<file path="src/rtl/led_drv_pkg.sv">
package led_drv_pkg;

  localparam int ST_W    = 5;
  localparam int ST_LNK  = 0;
  localparam int ST_TX   = 1;
  localparam int ST_POL  = 2;
  localparam int ST_RX   = 3;
  localparam int ST_PART = 4;
  localparam int NCOND   = 5;
  localparam int unsigned QTICK_HZ = 4000;

  typedef enum logic [2:0] {
    COND_NONE      = 3'd0,
    COND_GRN       = 3'd1,
    COND_GRN_BLINK = 3'd2,
    COND_RED       = 3'd3,
    COND_RED_BLINK = 3'd4,
    COND_ALT       = 3'd5
  } cond_e;

  // bit k of the result is condition k+1
  function automatic logic [NCOND-1:0] map_conds(input logic [1:0] mode,
                                                 input logic [ST_W-1:0] st);
    logic [NCOND-1:0] c;
    c    = '0;
    c[0] = st[ST_LNK];
    unique case (mode)
      2'd0: begin
        c[1] = st[ST_TX];
        c[2] = st[ST_POL];
        c[3] = st[ST_RX];
        c[4] = st[ST_PART];
      end
      2'd1: c[3] = st[ST_RX];
      2'd2: begin
        c[1] = st[ST_PART];
        c[3] = st[ST_RX];
      end
      default: begin
        c[1] = st[ST_RX];
        c[2] = st[ST_PART];
      end
    endcase
    return c;
  endfunction

endpackage

</file>
<file path="src/rtl/led_phase_div.sv">
module led_phase_div #(
  parameter int unsigned PERIOD = 16
) (
  input  logic clk_i,
  input  logic rst_ni,
  input  logic tick_i,
  output logic phase_o
);
  localparam int unsigned CW = (PERIOD > 1) ? $clog2(PERIOD) : 1;
  localparam logic [CW-1:0] LAST = CW'(PERIOD - 1);

  logic [CW-1:0] cnt_q;

  always_ff @(posedge clk_i or negedge rst_ni) begin
    if (!rst_ni) begin
      cnt_q   <= '0;
      phase_o <= 1'b1;
    end else if (tick_i) begin
      if (cnt_q == LAST) begin
        cnt_q   <= '0;
        phase_o <= ~phase_o;
      end else begin
        cnt_q <= cnt_q + 1'b1;
      end
    end
  end
endmodule

</file>
<file path="src/rtl/led_timebase.sv">
module led_timebase import led_drv_pkg::*; #(
  parameter int unsigned CLK_HZ  = 20_000_000,
  parameter int unsigned SLOT_Q  = 16,
  parameter int unsigned BLINK_Q = 1024,
  parameter int unsigned ALT_Q   = 375
) (
  input  logic clk_i,
  input  logic rst_ni,
  output logic qtick_o,
  output logic slot_on_o,
  output logic blink_on_o,
  output logic alt_grn_o
);
  localparam int unsigned DIV = (CLK_HZ / QTICK_HZ > 0) ? CLK_HZ / QTICK_HZ : 1;

  generate
    if (DIV == 1) begin : g_nodiv
      assign qtick_o = 1'b1;
    end else begin : g_div
      localparam int unsigned DW = $clog2(DIV);
      localparam logic [DW-1:0] DLAST = DW'(DIV - 1);
      logic [DW-1:0] div_q;
      always_ff @(posedge clk_i or negedge rst_ni) begin
        if (!rst_ni)             div_q <= '0;
        else if (div_q == DLAST) div_q <= '0;
        else                     div_q <= div_q + 1'b1;
      end
      assign qtick_o = (div_q == DLAST);
    end
  endgenerate

  led_phase_div #(.PERIOD(SLOT_Q)) u_slot (
    .clk_i(clk_i), .rst_ni(rst_ni), .tick_i(qtick_o), .phase_o(slot_on_o));

  led_phase_div #(.PERIOD(BLINK_Q)) u_blink (
    .clk_i(clk_i), .rst_ni(rst_ni), .tick_i(qtick_o), .phase_o(blink_on_o));

  led_phase_div #(.PERIOD(ALT_Q)) u_alt (
    .clk_i(clk_i), .rst_ni(rst_ni), .tick_i(qtick_o), .phase_o(alt_grn_o));
endmodule

</file>
<file path="src/rtl/led_stretch.sv">
module led_stretch #(
  parameter int unsigned HOLD = 2048
) (
  input  logic clk_i,
  input  logic rst_ni,
  input  logic tick_i,
  input  logic ev_i,
  output logic act_o
);
  localparam int unsigned CW = $clog2(HOLD + 1);

  logic [CW-1:0] cnt_q;

  always_ff @(posedge clk_i or negedge rst_ni) begin
    if (!rst_ni)                     cnt_q <= '0;
    else if (ev_i)                   cnt_q <= CW'(HOLD);
    else if (tick_i && cnt_q != '0)  cnt_q <= cnt_q - 1'b1;
  end

  assign act_o = ev_i | (cnt_q != '0);
endmodule

</file>
<file path="src/rtl/led_bicolor_drv.sv">
module led_bicolor_drv import led_drv_pkg::*; #(
  parameter int unsigned    CLK_HZ     = 20_000_000,
  parameter int unsigned    SLOT_Q     = 16,
  parameter int unsigned    BLINK_Q    = 1024,
  parameter int unsigned    ALT_Q      = 375,
  parameter logic [ST_W-1:0] EVENT_MASK = 5'b01011
) (
  input  logic            clk_i,
  input  logic            rst_ni,
  input  logic [1:0]      mode_i,
  input  logic [ST_W-1:0] port_stat_i,
  input  logic            col_i,
  input  logic            fifo_err_i,
  output logic            port_led_o,
  output logic            port_led_oe_o,
  output logic            cf_led_o,
  output logic            cf_led_oe_o
);
  localparam int unsigned HOLD_Q = 2 * BLINK_Q;

  logic qtick, slot_on, blink_on, alt_grn;

  led_timebase #(
    .CLK_HZ(CLK_HZ), .SLOT_Q(SLOT_Q), .BLINK_Q(BLINK_Q), .ALT_Q(ALT_Q)
  ) u_tb (
    .clk_i(clk_i), .rst_ni(rst_ni), .qtick_o(qtick),
    .slot_on_o(slot_on), .blink_on_o(blink_on), .alt_grn_o(alt_grn));

  // status conditioning
  logic [ST_W-1:0] stat_s;
  generate
    for (genvar i = 0; i < ST_W; i++) begin : g_stat
      if (EVENT_MASK[i]) begin : g_ev
        led_stretch #(.HOLD(HOLD_Q)) u_st (
          .clk_i(clk_i), .rst_ni(rst_ni), .tick_i(qtick),
          .ev_i(port_stat_i[i]), .act_o(stat_s[i]));
      end else begin : g_lvl
        assign stat_s[i] = port_stat_i[i];
      end
    end
  endgenerate

  logic col_s, fifo_s;
  led_stretch #(.HOLD(HOLD_Q)) u_col_st (
    .clk_i(clk_i), .rst_ni(rst_ni), .tick_i(qtick), .ev_i(col_i), .act_o(col_s));
  led_stretch #(.HOLD(HOLD_Q)) u_fifo_st (
    .clk_i(clk_i), .rst_ni(rst_ni), .tick_i(qtick), .ev_i(fifo_err_i), .act_o(fifo_s));

  // mode captured once after reset release
  logic [1:0] mode_q;
  logic       armed_q;
  always_ff @(posedge clk_i or negedge rst_ni) begin
    if (!rst_ni) begin
      mode_q  <= 2'd0;
      armed_q <= 1'b0;
    end else if (!armed_q) begin
      mode_q  <= mode_i;
      armed_q <= 1'b1;
    end
  end

  logic [NCOND-1:0] cond_v, sel_oh;
  cond_e            win;

  assign cond_v = armed_q ? map_conds(mode_q, stat_s) : '0;

  // highest-numbered active condition wins
  always_comb begin
    sel_oh = '0;
    win    = COND_NONE;
    for (int k = NCOND - 1; k >= 0; k--) begin
      if (cond_v[k] && win == COND_NONE) begin
        sel_oh[k] = 1'b1;
        win       = cond_e'(3'(k + 1));
      end
    end
  end

  logic port_oe_d, port_lvl_d, cf_oe_d, cf_lvl_d;

  always_comb begin
    port_oe_d  = 1'b0;
    port_lvl_d = 1'b0;
    unique case (win)
      COND_GRN:       begin port_oe_d = slot_on;            port_lvl_d = 1'b1;    end
      COND_GRN_BLINK: begin port_oe_d = slot_on & blink_on; port_lvl_d = 1'b1;    end
      COND_RED:       begin port_oe_d = slot_on;            port_lvl_d = 1'b0;    end
      COND_RED_BLINK: begin port_oe_d = slot_on & blink_on; port_lvl_d = 1'b0;    end
      COND_ALT:       begin port_oe_d = slot_on;            port_lvl_d = alt_grn; end
      default:        ;
    endcase
    if (!port_oe_d) port_lvl_d = 1'b0;
  end

  // collision in pulse slots (low), FIFO error in gap slots (high)
  always_comb begin
    cf_oe_d  = 1'b0;
    cf_lvl_d = 1'b0;
    if (col_s && slot_on) begin
      cf_oe_d = 1'b1;
    end else if (fifo_s && !slot_on) begin
      cf_oe_d  = 1'b1;
      cf_lvl_d = 1'b1;
    end
  end

  always_ff @(posedge clk_i or negedge rst_ni) begin
    if (!rst_ni) begin
      port_led_o    <= 1'b0;
      port_led_oe_o <= 1'b0;
      cf_led_o      <= 1'b0;
      cf_led_oe_o   <= 1'b0;
    end else begin
      port_led_o    <= port_lvl_d;
      port_led_oe_o <= port_oe_d;
      cf_led_o      <= cf_lvl_d;
      cf_led_oe_o   <= cf_oe_d;
    end
  end
endmodule

</file>
<file path="config.mk">
export PLATFORM = sky130hd
export DESIGN_NAME = led_bicolor_drv
export DESIGN_NICKNAME = d
export VERILOG_FILES = /design/src/rtl/led_drv_pkg.sv /design/src/rtl/led_phase_div.sv /design/src/rtl/led_timebase.sv /design/src/rtl/led_stretch.sv /design/src/rtl/led_bicolor_drv.sv
export SDC_FILE = /design/constraint.sdc
export NUM_CORES = 1
export LEC_CHECK = 0
export ABC_AREA = 0
export ABC_CLOCK_PERIOD_IN_PS = 2450
export BUFFER_PORTS_ARGS = -buffer_cell sky130_fd_sc_hd__buf_2
export CORE_UTILIZATION = 48
export CTS_BUF_LIST = sky130_fd_sc_hd__clkbuf_8
export CTS_CLUSTER_DIAMETER = 100
export DETAILED_ROUTE_END_ITERATION = 8
export PLACE_DENSITY = 0.63
export REMOVE_ABC_BUFFERS = 1
export SLEW_MARGIN = 20
export SYNTH_ARGS = -nofsm -noshare
export SYNTH_HDL_FRONTEND = slang
export SYNTH_SLANG_ARGS = --single-unit
</file>
<file path="constraint.sdc">
create_clock -name clk_i -period 2.45 [get_ports clk_i]
set_input_delay 0.245 -clock clk_i [delete_from_list [all_inputs] [get_ports clk_i]]
set_output_delay 0.245 -clock clk_i [all_outputs]
set_load 0.1 [all_outputs]
</file>
==> metrics.md <==
| Metric | Value |
|---|---|
| Status | `finished clean` |
| Syn_area_per_cell | `9.78 um2` |
| Yosys cell types | `60` |
| Peak VDD IR | `0.000447 V` |
| CP endpoint kind | `flip-flop` |
| Cell with the most instances after synthesis | `dfrtp_1` |
| Seq cells post-synth | `106` |
| Sequential area share after synthesis | `0.498` |
| Final hold viol count | `0` |
| Die area | `11500 um2` |
| Critical path class | `reg2reg` |
| Finished Cell Area | `5890 um2` |
| Top Ports | `15` |
| H-tree lvl count | `3` |
| Max cap viols | `0` |
| Power Density | `499 nW/um2` |
| DR iter-0 viols | `216` |
| Clock latency at the later pin of the worst-skew pair | `0.38 ns` |
| Slew Limit Headroom | `0.645` |
| Total CTS buffers | `9` |
| # fillers | `972` |
| Gpl congestion | `0.799` |
| Setup_tns | `0 ns` |
| Post-route DRC | `0` |
| Core box area | `10800 um2` |
| Fin cells | `721` |
| Vias post-DR | `3936` |
| Fmax | `431 MHz` |
| CTS tree | `done` |
| CP arrival | `2.57 ns` |
| Total track usage | `0.192` |
| Synth async-reset ratio | `1.00` |
| Rows | `38` |
| Largest net degree at the start of global routing | `39` |
| DR vias/cell | `5.46` |
| First drt pass iteration count | `4` |
| Dpl ws | `0.0766 ns` |
| Fin. max-slew vios | `0` |
| Dpl hpwl | `7010 um` |
| Port buffer count | `14` |
| Synth top area cells | `dfrtp_1, xnor2_1, nor2_1` |
| Die width | `107 um` |
| Total Routed Length | `9840 um` |
| Synthesized instance count | `545` |
| CTS Sinks | `106` |
| Root buffer cell | `clkbuf_8` |
| LEAKAGE | `0.00257 uW` |
| Yosys Warn Count | `0` |
| Synthesis-to-finish area growth | `10.6%` |
| PnR worst setup slack | `0.130 ns` |
| CTS clk-pin slew, worst paths | `0.09 ns` |
| Most common flop cell mapped by yosys | `dfrtp_1` |
| Crit path max fanout | `8` |
| Area after DPL | `5650 um2` |
| Antenna-violating nets left | `0` |
| First-pass GRT wire length | `17600 um` |
| CP required | `2.70 ns` |
| N_diodes | `0` |
| Post-Synthesis Cell Area | `5330 um2` |
| Share of the synthesized area in the top cell type | `0.483` |
| EDFF count, synth | `0` |
| Final cycle utilization of the critical path | `0.947` |
| Final setup viols | `0` |
| Least-Margin Pin Slew | `0.529 ns` |
| Hold WC Path Type | `in2reg` |
| Global route overflow | `0` |
| Vias in the first global route | `3911` |
| Pwr Total | `2940 uW` |
| Clock Path Buffers | `2` |
| Critical Path Start Type | `flip-flop` |
| Clock period minus worst slack | `2.32 ns` |
| Placed insts | `702` |
| Starting Density | `0.492` |
| Largest area contributor in the netlist | `dfrtp_1` |
| Commonest cells post-synth | `dfrtp_1, nor2_1, nand2_1, xnor2_1, o21ai_0` |
| Vert. Die Dim | `107 um` |
| Initial antenna violation count | `0` |
| Layout cells sized above 1 | `0.131` |
| Wire per inst | `13.6 um` |
| Final Net Count | `599` |
| Final Skew | `0.0118 ns` |
layout by cell type (no fill, tap or decap), drive strengths merged, types with 3 or more instances in the layout:
master	Yosys	routed
dfrtp	103	103
nor2	84	84
nand2	45	45
xnor2	42	42
buf	5	33
o21ai	28	28
inv	22	23
xor2	23	23
nand3	19	19
nor3	18	18
a21oi	14	14
nand4	13	13
nor4	13	13
ha	12	12
or3	11	11
clkbuf	9	9
or4	8	8
nand2b	7	7
and3	6	6
a31oi	5	5
o31ai	5	5
and2	5	5
nor2b	4	4
a211oi	4	4
clkinv	0	4
or4b	4	4
dfstp	3	3
nor4b	3	3
per-stage QoR:
step	hold slack, ns	utilization
after floorplan	-0.0506	-
after global placement	0.239	0.521
after detailed placement	0.248	0.521
after CTS	0.0927	0.539
after global routing	0.0934	0.544
final	0.109	0.544
layer usage:
metal,wire (um),global-route usage
met5,0,0
met4,128,0.0597
met3,306,0.0515
met2,4640,0.319
met1,4770,0.244
logic make-up (layout without fill, tap and decap cells):
family | Yosys count | in the layout | share of synthesized area
AND/OR/NAND/NOR | 251 | 251 | 0.245
flip-flops | 106 | 106 | 0.498
AO/OA/AOI/OAI | 70 | 70 | 0.0845
XOR/XNOR | 65 | 65 | 0.107
buffers and inverters | 36 | 72 | 0.0286
adder cells (fa/ha/maj) | 12 | 12 | 0.0282
multiplexers | 4 | 4 | 0.00798
other | 1 | 1 | 0.000703
state kept, by name (all words and copies together) (netlist names):
signal	cells
u_tb.u_slot.cnt_q	4
u_tb.g_div.div_q	13
u_tb.u_blink.phase_o	1
mode_q	2
u_fifo_st.cnt_q	12
u_tb.u_alt.cnt_q	9
u_tb.u_alt.phase_o	1
u_tb.u_slot.phase_o	1
port_led_oe_o	1
port_led_o	1
g_stat.g_ev.u_st.cnt_q	36
cf_led_oe_o	1
u_tb.u_blink.cnt_q	10
cf_led_o	1
u_col_st.cnt_q	12
armed_q	1
what timing repair did:
| action | in CTS | in global routing |
|---|---|---|
| endpoints found under the hold margin | 34 | 0 |
| hold buffers | 1 | 0 |
| setup endpoints to repair | 0 | 7 |
| buffers inserted | 0 | 2 |
| resized for setup | 0 | 6 |
final timing paths:
path | from | to | slack, ns | depth (start not counted)
min in group asynchronous | rst_ni | u_tb.u_slot.cnt_q[2] | 0.36 | 2
min reg2reg | u_tb.u_blink.cnt_q[6] | u_tb.u_blink.cnt_q[6] | 0.48 | 1
max in group asynchronous | rst_ni | u_tb.u_blink.phase_o | 1.33 | 3
min | mode_i[0] | mode_q[0] | 0.11 | 2
max | g_stat[1].g_ev.u_st.cnt_q[0] | g_stat[1].g_ev.u_st.cnt_q[10] | 0.13 | 8
max reg2reg | g_stat[1].g_ev.u_st.cnt_q[0] | g_stat[1].g_ev.u_st.cnt_q[10] | 0.13 | 8
critical path, cell delays in order (launching register included):
cell and delay [ns]:
dfrtp_1 0.40, inv_1 0.09, ha_1 0.14, or4b_2 0.59, or3_1 0.35, and2_4 0.21
o2111ai_2 0.19, xor2_1 0.17, nor2_1 0.06
where the power goes:
| group | switching (uW) | internal [uW] |
|---|---|---|
| clock network | 573 | 462 |
| registers | 14.8 | 1760 |
| logic | 87.8 | 47.4 |
| total | 675 | 2270 |
layout make-up:
class | instances | area [um2] | area share
Clock buffer | 9 | 124 | 0.0210
Sequential cell | 106 | 2660 | 0.451
Multi-Input combinational cell | 403 | 2560 | 0.434
Timing Repair Buffer | 34 | 238 | 0.0403
Tap cell | 140 | 175 | 0.0297
Inverter | 22 | 82.6 | 0.0140
Clock inverter | 7 | 61.3 | 0.0104
No activity file was read; power rests on OpenSTA's default activity.
